$ cat src/rtl/pwr_wake_pkg.sv
package pwr_wake_pkg;
   typedef enum logic [1:0] {
      PS_AWAKE   = 2'd0,
      PS_SUSPEND = 2'd1,
      PS_SLEEP   = 2'd2
   } pwr_state_e;

   localparam int N_MASK    = 4;
   localparam int N_CAUSE   = N_MASK + 1;
   localparam int CTL_W     = 7;
   localparam int WF_SUSP   = 0;
   localparam int WF_SLEEP  = 1;
   localparam int WF_EN_LO  = 2;
   localparam int WF_MONDIS = WF_EN_LO + N_MASK;
   localparam int SRC_CMP   = 3;
   localparam int CAUSE_PIN = N_MASK;
endpackage

$ cat src/rtl/wake_edge_sync.sv
module wake_edge_sync #(
   parameter int   WIDTH       = 4,
   parameter int   STAGES      = 2,
   parameter logic DETECT_FALL = 1'b0,
   parameter logic RESET_VAL   = 1'b0
) (
   input  logic             clk,
   input  logic             rst_n,
   input  logic [WIDTH-1:0] async_in,
   output logic [WIDTH-1:0] edge_pulse
);
   localparam int CHAIN = STAGES + 1;

   if (STAGES < 2) begin : g_bad_stages
      $error("wake_edge_sync: STAGES must be at least 2");
   end

   for (genvar i = 0; i < WIDTH; i++) begin : g_bit
      logic [CHAIN-1:0] chain_q;

      always_ff @(posedge clk or negedge rst_n) begin
         if (!rst_n) chain_q <= {CHAIN{RESET_VAL}};
         else        chain_q <= {chain_q[CHAIN-2:0], async_in[i]};
      end

      if (DETECT_FALL) begin : g_fall
         assign edge_pulse[i] = !chain_q[CHAIN-2] && chain_q[CHAIN-1];
      end else begin : g_rise
         assign edge_pulse[i] = chain_q[CHAIN-2] && !chain_q[CHAIN-1];
      end

      a_r10_single_event: assert property (@(posedge clk) disable iff (!rst_n)
         edge_pulse[i] |=> !edge_pulse[i]);
   end
endmodule

$ cat src/rtl/holdoff_timer.sv
module holdoff_timer #(
   parameter int HOLD_CYC = 4000
) (
   input  logic clk,
   input  logic rst_n,
   input  logic start,
   output logic busy
);
   localparam int CW = $clog2(HOLD_CYC + 1);
   localparam logic [CW-1:0] LOAD = CW'(HOLD_CYC);

   if (HOLD_CYC < 1) begin : g_bad_hold
      $error("holdoff_timer: HOLD_CYC must be at least 1");
   end

   logic [CW-1:0] cnt_q;

   always_ff @(posedge clk or negedge rst_n) begin
      if (!rst_n)          cnt_q <= '0;
      else if (start)      cnt_q <= LOAD;
      else if (cnt_q != 0) cnt_q <= cnt_q - CW'(1);
   end

   assign busy = (cnt_q != '0);

   a_r7_window_counts_down: assert property (@(posedge clk) disable iff (!rst_n)
      (busy && !start) |=> (cnt_q == $past(cnt_q) - CW'(1)));
   a_r7_start_opens_window: assert property (@(posedge clk) disable iff (!rst_n)
      start |=> busy);
endmodule

$ cat src/rtl/pwr_wake_ctl.sv
module pwr_wake_ctl
   import pwr_wake_pkg::*;
#(
   parameter int HOLD_CYC    = 4000,
   parameter int SYNC_STAGES = 2
) (
   input  logic             clk,
   input  logic             rst_n,
   input  logic             ctl_wr,
   input  logic [CTL_W-1:0] ctl_wdata,
   input  logic             two_cell_mode,
   input  logic             ev_osc_fail,
   input  logic             ev_alarm,
   input  logic             ev_port_match,
   input  logic             ev_cmp_rise,
   input  logic             rst_pin_n,
   output logic [1:0]       pwr_state,
   output logic             wake_pulse,
   output logic             reset_req,
   output logic             reset_por,
   output logic [N_CAUSE-1:0] wake_cause,
   output logic             mon_disable
);
   pwr_state_e          state_q;
   logic [N_MASK-1:0]   en_q;
   logic [N_CAUSE-1:0]  cause_q;
   logic                mon_q;
   logic [N_MASK-1:0]   rise_ev;
   logic [0:0]          pin_ev;
   logic                pin_fall;
   logic                hold_busy;
   logic [N_MASK-1:0]   src_gate;
   logic [N_MASK-1:0]   hits;
   logic                lp_active, wake_now, pin_wake;
   logic                want_sleep, want_susp, sleep_ok, accept;
   pwr_state_e          target;

   wake_edge_sync #(
      .WIDTH(N_MASK), .STAGES(SYNC_STAGES), .DETECT_FALL(1'b0), .RESET_VAL(1'b0)
   ) u_src_sync (
      .clk(clk), .rst_n(rst_n),
      .async_in({ev_cmp_rise, ev_port_match, ev_alarm, ev_osc_fail}),
      .edge_pulse(rise_ev)
   );

   wake_edge_sync #(
      .WIDTH(1), .STAGES(SYNC_STAGES), .DETECT_FALL(1'b1), .RESET_VAL(1'b1)
   ) u_pin_sync (
      .clk(clk), .rst_n(rst_n),
      .async_in(rst_pin_n),
      .edge_pulse(pin_ev)
   );
   assign pin_fall = pin_ev[0];

   holdoff_timer #(.HOLD_CYC(HOLD_CYC)) u_hold (
      .clk(clk), .rst_n(rst_n), .start(pin_wake), .busy(hold_busy)
   );

   always_comb begin
      src_gate          = '1;
      src_gate[SRC_CMP] = two_cell_mode;
   end

   assign lp_active  = (state_q != PS_AWAKE);
   assign hits       = rise_ev & en_q & src_gate;
   assign pin_wake   = lp_active && pin_fall;
   assign wake_now   = lp_active && ((|hits) || pin_fall);
   assign want_sleep = ctl_wr && ctl_wdata[WF_SLEEP];
   assign want_susp  = ctl_wr && ctl_wdata[WF_SUSP];
   assign sleep_ok   = want_sleep && !hold_busy;
   assign accept     = !lp_active && (sleep_ok || want_susp);
   assign target     = sleep_ok ? PS_SLEEP : PS_SUSPEND;

   always_ff @(posedge clk or negedge rst_n) begin
      if (!rst_n) begin
         state_q    <= PS_AWAKE;
         en_q       <= '0;
         cause_q    <= '0;
         mon_q      <= 1'b0;
         wake_pulse <= 1'b0;
         reset_req  <= 1'b0;
         reset_por  <= 1'b0;
      end else begin
         wake_pulse <= wake_now;
         reset_req  <= pin_fall;
         reset_por  <= pin_fall && mon_q;
         if (wake_now) begin
            state_q <= PS_AWAKE;
            en_q    <= '0;
            cause_q <= cause_q | {pin_fall, hits};
         end else if (accept) begin
            state_q <= target;
            en_q    <= ctl_wdata[WF_EN_LO +: N_MASK];
            cause_q <= '0;
         end
         if (pin_fall)                     mon_q <= 1'b0;
         else if (ctl_wr && !lp_active)    mon_q <= ctl_wdata[WF_MONDIS];
      end
   end

   assign pwr_state   = state_q;
   assign wake_cause  = cause_q;
   assign mon_disable = mon_q;

   a_r7_holdoff_blocks_sleep: assert property (@(posedge clk) disable iff (!rst_n)
      (hold_busy && want_sleep && !lp_active) |=> (state_q != PS_SLEEP));
   a_r4_cmp_needs_two_cell: assert property (@(posedge clk) disable iff (!rst_n)
      (lp_active && !two_cell_mode && rise_ev == 4'b1000 && !pin_fall) |=> $stable(state_q));
   a_r3_no_reset_on_source_wake: assert property (@(posedge clk) disable iff (!rst_n)
      (lp_active && !pin_fall) |=> !reset_req);
   a_r6_pin_always_wakes: assert property (@(posedge clk) disable iff (!rst_n)
      pin_wake |=> (state_q == PS_AWAKE && reset_req && cause_q[CAUSE_PIN]));
   a_r8_por_rides_reset: assert property (@(posedge clk) disable iff (!rst_n)
      reset_por |-> reset_req);
   a_r8_por_clears_monitor_bit: assert property (@(posedge clk) disable iff (!rst_n)
      reset_por |-> !mon_q);
   a_r5_enables_one_shot: assert property (@(posedge clk) disable iff (!rst_n)
      wake_now |=> (en_q == '0));
   a_r3_wake_pulse_single: assert property (@(posedge clk) disable iff (!rst_n)
      wake_pulse |=> !wake_pulse);
endmodule

$ cat config.mk
export PLATFORM = sky130hd
export DESIGN_NAME = pwr_wake_ctl
export DESIGN_NICKNAME = d
export VERILOG_FILES = /design/src/rtl/pwr_wake_pkg.sv /design/src/rtl/wake_edge_sync.sv /design/src/rtl/holdoff_timer.sv /design/src/rtl/pwr_wake_ctl.sv
export SDC_FILE = /design/constraint.sdc
export NUM_CORES = 1
export LEC_CHECK = 0
export BUFFER_PORTS_ARGS = -buffer_cell sky130_fd_sc_hd__buf_2
export CELL_PAD_IN_SITES_DETAIL_PLACEMENT = 1
export CELL_PAD_IN_SITES_GLOBAL_PLACEMENT = 1
export CORE_MARGIN = 4
export CORE_UTILIZATION = 45
export CTS_CLUSTER_DIAMETER = 80
export DETAILED_ROUTE_END_ITERATION = 10
export GPL_TIMING_DRIVEN = 0
export PLACE_DENSITY = 0.82
export SLEW_MARGIN = 25
export SYNTH_ARGS = -nofsm -noshare
export SYNTH_HDL_FRONTEND = slang
export SYNTH_SLANG_ARGS = --single-unit
$ cat constraint.sdc
create_clock -name clk -period 3.6 [get_ports clk]
set_input_delay 0.72 -clock clk [delete_from_list [all_inputs] [get_ports clk]]
set_output_delay 0.72 -clock clk [all_outputs]
set_load 0.01 [all_outputs]
==> flow_summary.json, run 1 <==
{
  "via_per_inst": 5.52,
  "cp_cell_sequence": "inv_1, ha_1, nor3b_1, a41oi_1, nor2_4, o2bb2ai_1",
  "finalCritPeriodShare": 0.600,
  "fillers": 407,
  "portBuffers": 26,
  "clock_sinks": 42,
  "synthArstFlopShare": 1.00,
  "diodes": 0,
  "cts_resized": 0,
  "fmax_mhz": 463,
  "yosys.area.top_type": "dfrtp_1",
  "max_stage_delay_ns": 0.47,
  "grt_max_degree": 43,
  "met3_length_um": 140,
  "status": "finished clean",
  "final_util": 0.549,
  "min_path_type": "reg2reg",
  "yosysTopAreaCellShare": 0.561,
  "clkLatencyLatePin_ns": 0.30,
  "power.density_nw_per_um2": 675,
  "synth_area_um2": 1740,
  "cp_max_fo": 9,
  "report.final.setup_viol": 0,
  "grt.total_usage": 0.171,
  "p_clk_frac": 0.229,
  "stdcell_area_um2": 2030,
  "dp_hpwl_mm": 2.81,
  "synth_common_cells": "dfrtp_1, nor2_1, a21oi_1, nand2_1, o2bb2ai_1",
  "cts_tree": "done",
  "design.core.area_um2": 3690,
  "dp_slack_ns": 1.48,
  "vias": 1204,
  "p_int_w": 0.000884,
  "sw_frac_of_total": 0.353,
  "synth_enable_flop_cells": 0,
  "fin_skew_ns": 0.00544,
  "grt_pass1_vias": 1360,
  "whs_ns": 0.355,
  "slew_viol_final": 0,
  "synth_seq_cells": 42,
  "drive_gt1_frac": 0.282,
  "grt_first_pass_wirelength_mm": 6.48,
  "rows": 22,
  "gp_congestion": 0.741,
  "drtAntennaViolNets": 0,
  "dieArea_um2": 4930,
  "comb_power_share": 0.254,
  "routed_wl_mm": 3.75,
  "synth.most_common_cell": "dfrtp_1",
  "synth.avg_cell_area_um2": 12.8,
  "ys_top_cells_by_area": "dfrtp_1, dfstp_2, nor4_4",
  "dieHeight_um": 70.2,
  "postCtsSetupBuffers": 0,
  "synth_cells": 136,
  "r2r_cells": 6,
  "ys_seq_area_frac": 0.606,
  "endpoint_kind": "register",
  "drt-initial-drc-count": 74,
  "wl_met1_mm": 1.60,
  "yosys_warnings": 0,
  "htree_levels": 2,
  "path_class": "reg2reg",
  "place_area_um2": 1930,
  "cts_root_buf": "clkbuf_8",
  "cp.arrival_ns": 2.38,
  "antenna_found_initial": 0,
  "cp_top_family": "simple AND/OR/NAND/NOR gates",
  "synth_flop_cell": "dfrtp_1",
  "hold_depth": 0,
  "min_period_ns": 2.16,
  "rsz0062_at_grt": "no",
  "grt-ovfl-total": 0,
  "numCtsBuffers": 5,
  "max-vdd-ir-drop_mv": 0.281,
  "die_w_um": 70.2,
  "p_leak_nw": 0.885,
  "synth_nets": 154,
  "clk_pin_slew_ns": 0.08,
  "clk_path_buf_depth": 2,
  "avgRoutedWirePerCell_um": 17.2,
  "start_kind": "register",
  "start_util": 0.472,
  "cp.required_ns": 3.82,
  "highest_layer": "met4",
  "relSlewSlack": 0.404,
  "hold_violations": 0,
  "num-nets-final": 187,
  "area_growth_pct": 16.4,
  "maxCapViolCount": 0,
  "cp.depth": 6,
  "finalSetupTns_ns": 0,
  "seq_power_share": 0.517,
  "worst_pin_slew_ns": 0.895,
  "power.switching_w": 0.000482,
  "dr.pass1.iters": 4,
  "cts_hold_buf": 0,
  "io_pins": 27,
  "crit_buf_inv": 1,
  "ys_types": 40,
  "fin_ws_ns": 1.44,
  "drc_errors": 0,
  "route.met2.wl_mm": 1.94,
  "cpMaxStageDelayCell": "dfrtp_1"
}
-- layout by cell type (no fill, tap or decap), types with 2 or more instances in the layout --
master     count
a211o_1        2
a21oi_1        8
a41oi_1        2
and2_1         3
and3b_1        3
buf_2         26
clkbuf_1       3
clkbuf_8       6
dfrtp_1       39
dfstp_2        3
ha_1           2
inv_1          3
nand2_1        8
nand3_1        3
nand3b_1       2
nor2_1        12
nor2b_1        2
nor3_1         3
nor4_4         3
o21ai_0        4
o2bb2ai_1      5
o31ai_1        3
or4_1          3
xnor2_1        2
-- stage by stage --
stage	total power [W]	instances
floorplan	0.000933	136
global placement	0.00102	210
detailed placement	0.00106	210
CTS	0.00138	218
global route	0.00146	218
finish	0.00137	218
-- flip-flops by register name, indices dropped and copies added, names as in the netlist --
register and cells:
en_q 4, reset_por 1, wake_pulse 1, u_pin_sync.g_bit.chain_q 3, pwr_state 2, reset_req 1, u_src_sync.g_bit.chain_q 12, u_hold.cnt_q 12
wake_cause 5, mon_disable 1
-- layer usage --
layer | up-vias | GRT usage
met5 | - | 0
met4 | 0 | 0.0766
met3 | 7 | 0.0432
met2 | 20 | 0.295
met1 | 614 | 0.200
li1 | 563 | -
-- kinds of logic (layout without fill, tap and decap cells) --
kind of cell / count (synthesis) / after routing / share of synthesized area
multiplexers: 1 / 1 / 0.00575
AO/OA/AOI/OAI: 30 / 30 / 0.139
XOR/XNOR: 3 / 3 / 0.0151
AND/OR/NAND/NOR: 52 / 52 / 0.206
flip-flops: 42 / 42 / 0.606
adder cells (fa/ha/maj): 2 / 2 / 0.0144
buffers and inverters: 6 / 40 / 0.0129
-- layout make-up --
| class | count | area, um2 | area share |
|---|---|---|---|
| flip-flops and latches | 42 | 1050 | 0.521 |
| clock inverters | 2 | 12.5 | 0.00618 |
| well taps | 48 | 60.1 | 0.0296 |
| inverters | 3 | 11.3 | 0.00556 |
| plain buffers | 3 | 11.3 | 0.00556 |
| repair buffers | 26 | 130 | 0.0642 |
| multi-input cells | 88 | 663 | 0.327 |
| clock buffers | 6 | 82.6 | 0.0408 |
-- power by group through the flow --
stage                     combinational, W  clock, W  sequential [W]
after global routing              0.000387  0.000344        0.000725
after CTS                         0.000354  0.000321        0.000706
final                             0.000347  0.000313        0.000707
after floorplan                   0.000233         0        0.000699
after detailed placement          0.000352         0        0.000713
after global placement            0.000324         0        0.000700
-- worst paths after layout --
| path | from | end | slack (ns) |
|---|---|---|---|
| setup / recovery | u_hold.cnt_q[0]$_DFFE_PN0P_ | en_q[0]$_DFFE_PN0P_ | 1.44 |
| hold / removal | u_src_sync.g_bit[2].chain_q[0]$_DFF_PN0_ | u_src_sync.g_bit[2].chain_q[1]$_DFF_PN0_ | 0.36 |
| setup reg to reg | u_hold.cnt_q[0]$_DFFE_PN0P_ | en_q[0]$_DFFE_PN0P_ | 1.44 |
| hold reg to reg | u_src_sync.g_bit[2].chain_q[0]$_DFF_PN0_ | u_src_sync.g_bit[2].chain_q[1]$_DFF_PN0_ | 0.36 |
| max in group asynchronous | rst_n | u_hold.cnt_q[1]$_DFFE_PN0P_ | 2.49 |
| min in group asynchronous | rst_n | u_hold.cnt_q[0]$_DFFE_PN0P_ | 0.54 |
No activity file was read; power rests on OpenSTA's default activity.
==> run 2: changes to the inputs <==
- CORE_UTILIZATION: 45 -> 40
- PLACE_DENSITY: 0.82 -> 0.78
- clock period: 3.6 -> 1.9 ns (I/O delays scaled with it)
==> run 2 against run 1 <==
  * Sequential power is 87% higher
  * Register-to-register slack worse by 1.4 ns
  * Critical path depth stayed put
  * Utilization is 3.4 points lower
  * Cell count is 3.2% higher
  * Wire length is 7.5% higher
  * Setup slack worse by 1.4 ns
  * Via count is 2.6% higher
  * Sequential share of layout area is 2.2 points lower
  * Combinational power is 130% higher
  * Global-route usage is 0.18 points lower
  * Critical path type unchanged
==> flow_summary.json, run 2 (synthesis gave the netlist of run 1 again) <==
{
  "min_period_ns": 1.82,
  "num-nets-final": 192,
  "max-vdd-ir-drop_mv": 0.560,
  "path_class": "reg2reg",
  "cp_top_family": "simple AND/OR/NAND/NOR gates",
  "dp_cells": 212,
  "cp-startpoint": "u_hold.cnt_q[0]$_DFFE_PN0P_",
  "layout.cells.most_common": "dfrtp_1",
  "grt-ovfl-total": 0,
  "start_util": 0.423,
  "route.met2.wl_mm": 2.01,
  "htree_levels": 2,
  "cp.arrival_ns": 2.05,
  "wl_met1_mm": 1.76,
  "relSlewSlack": 0.658,
  "fin_ws_ns": 0.0782,
  "numCtsBuffers": 5,
  "avgRoutedWirePerCell_um": 17.9,
  "r2r_start": "u_hold.cnt_q[0]$_DFFE_PN0P_",
  "dp_slack_ns": -0.222,
  "clkLatencyLatePin_ns": 0.30,
  "routed_wl_mm": 4.03,
  "via_per_inst": 5.49,
  "highest_layer": "met4",
  "drtAntennaViolNets": 0,
  "instances_no_fill": 225,
  "crit_buf_inv": 1,
  "cpMaxStageDelayCell": "or4_1",
  "grt_first_pass_wirelength_mm": 6.98,
  "worst_pin_slew_ns": 0.514,
  "fin_skew_ns": 0.00537,
  "cp_max_fo": 4,
  "cp.required_ns": 2.12,
  "rows": 23,
  "p_leak_nw": 0.930,
  "diodes": 0,
  "design.core.area_um2": 4120,
  "met3_length_um": 177,
  "antenna_found_initial": 0,
  "clock_sinks": 42,
  "maxCapViolCount": 0,
  "rsz0062_at_grt": "yes",
  "cts_root_buf": "clkbuf_8",
  "grt_pass1_vias": 1383,
  "drc_errors": 0,
  "finalCritPeriodShare": 0.959,
  "grt_max_degree": 43,
  "dp_hpwl_mm": 2.78,
  "fmax_mhz": 549,
  "endpoint_kind": "register",
  "clk_path_buf_depth": 2,
  "power.density_nw_per_um2": 1290,
  "portBuffers": 26,
  "min_path_type": "in2async",
  "cp_cell_sequence": "inv_2, ha_1, nor3b_4, o31ai_4, or4_1, a21oi_1",
  "dr.pass1.iters": 4,
  "gp_congestion": 0.742,
  "cts_hold_buf": 0,
  "max_stage_delay_ns": 0.43,
  "clk_pin_slew_ns": 0.08,
  "dieArea_um2": 5470,
  "dieHeight_um": 74.0,
  "grt.total_usage": 0.169,
  "die_w_um": 74.0,
  "vias": 1235,
  "area_growth_pct": 21.9,
  "cts_tree": "done",
  "status": "finished clean",
  "drt-initial-drc-count": 54,
  "io_pins": 27,
  "drive_gt1_frac": 0.354,
  "slew_viol_final": 0,
  "report.final.setup_viol": 0,
  "layout_common_cells": "dfrtp_1, buf_2, nor2_1",
  "start_kind": "register",
  "hold_violations": 0
}
## run 2: layout make-up
class                   instances  area [um2]
flip-flops and latches         42        1060
inverters                       3        11.3
fillers                       450        1990
repair buffers                 32         178
well taps                      50        62.6
plain buffers                   2        7.51
clock inverters                 2        12.5
multi-input cells              88         711
clock buffers                   6        82.6
## run 2: where the power goes
part	switching, W	internal [W]
registers	0.000233	0.00109
clock network	0.000307	0.000292
logic	0.000423	0.000386
## run 2: final timing paths
check | endpoint | slack (ns) | depth (start not counted)
worst max register to register | u_hold.cnt_q[6]$_DFFE_PN0P_ | 0.08 | 6
max in group asynchronous | u_hold.cnt_q[0]$_DFFE_PN0P_ | 1.48 | 1
worst min register to register | u_src_sync.g_bit[2].chain_q[1]$_DFF_PN0_ | 0.35 | 0
worst max-delay path | u_hold.cnt_q[6]$_DFFE_PN0P_ | 0.08 | 6
worst min-delay path | u_hold.cnt_q[3]$_DFFE_PN0P_ | 0.05 | 1
min in group clk | u_pin_sync.g_bit[0].chain_q[0]$_DFF_PN1_ | 0.18 | 1
## run 2: repair_timing
| action | in CTS | in global routing |
|---|---|---|
| setup buffers | 5 | 1 |
| pin swaps | 4 | 4 |
| gates resized for setup | 10 | 3 |
| endpoints found under the setup margin | 19 | 8 |
| hold endpoints to repair | 0 | 0 |
## run 2: routing by layer
metal / global-route usage / up-vias
met5: 0 / -
met4: 0.0785 / 0
met3: 0.0378 / 9
met2: 0.275 / 24
met1: 0.216 / 630
li1: - / 572
## run 2: per-stage QoR
| step | hold WS, ns | setup TNS [ns] | total power, W | instance area [um2] | util |
|---|---|---|---|---|---|
| finish | 0.0513 | 0 | 0.00273 | 2120 | 0.516 |
| global route | 0.0967 | -0.114 | 0.00292 | 2120 | 0.516 |
| CTS | 0.175 | 0 | 0.00271 | 2100 | 0.511 |
| detailed placement | 0.336 | -2.18 | 0.00201 | 1930 | 0.470 |
| global placement | 0.332 | -0.545 | 0.00194 | 1930 | 0.470 |
| floorplan | 0.0844 | 0 | 0.00177 | 1740 | - |
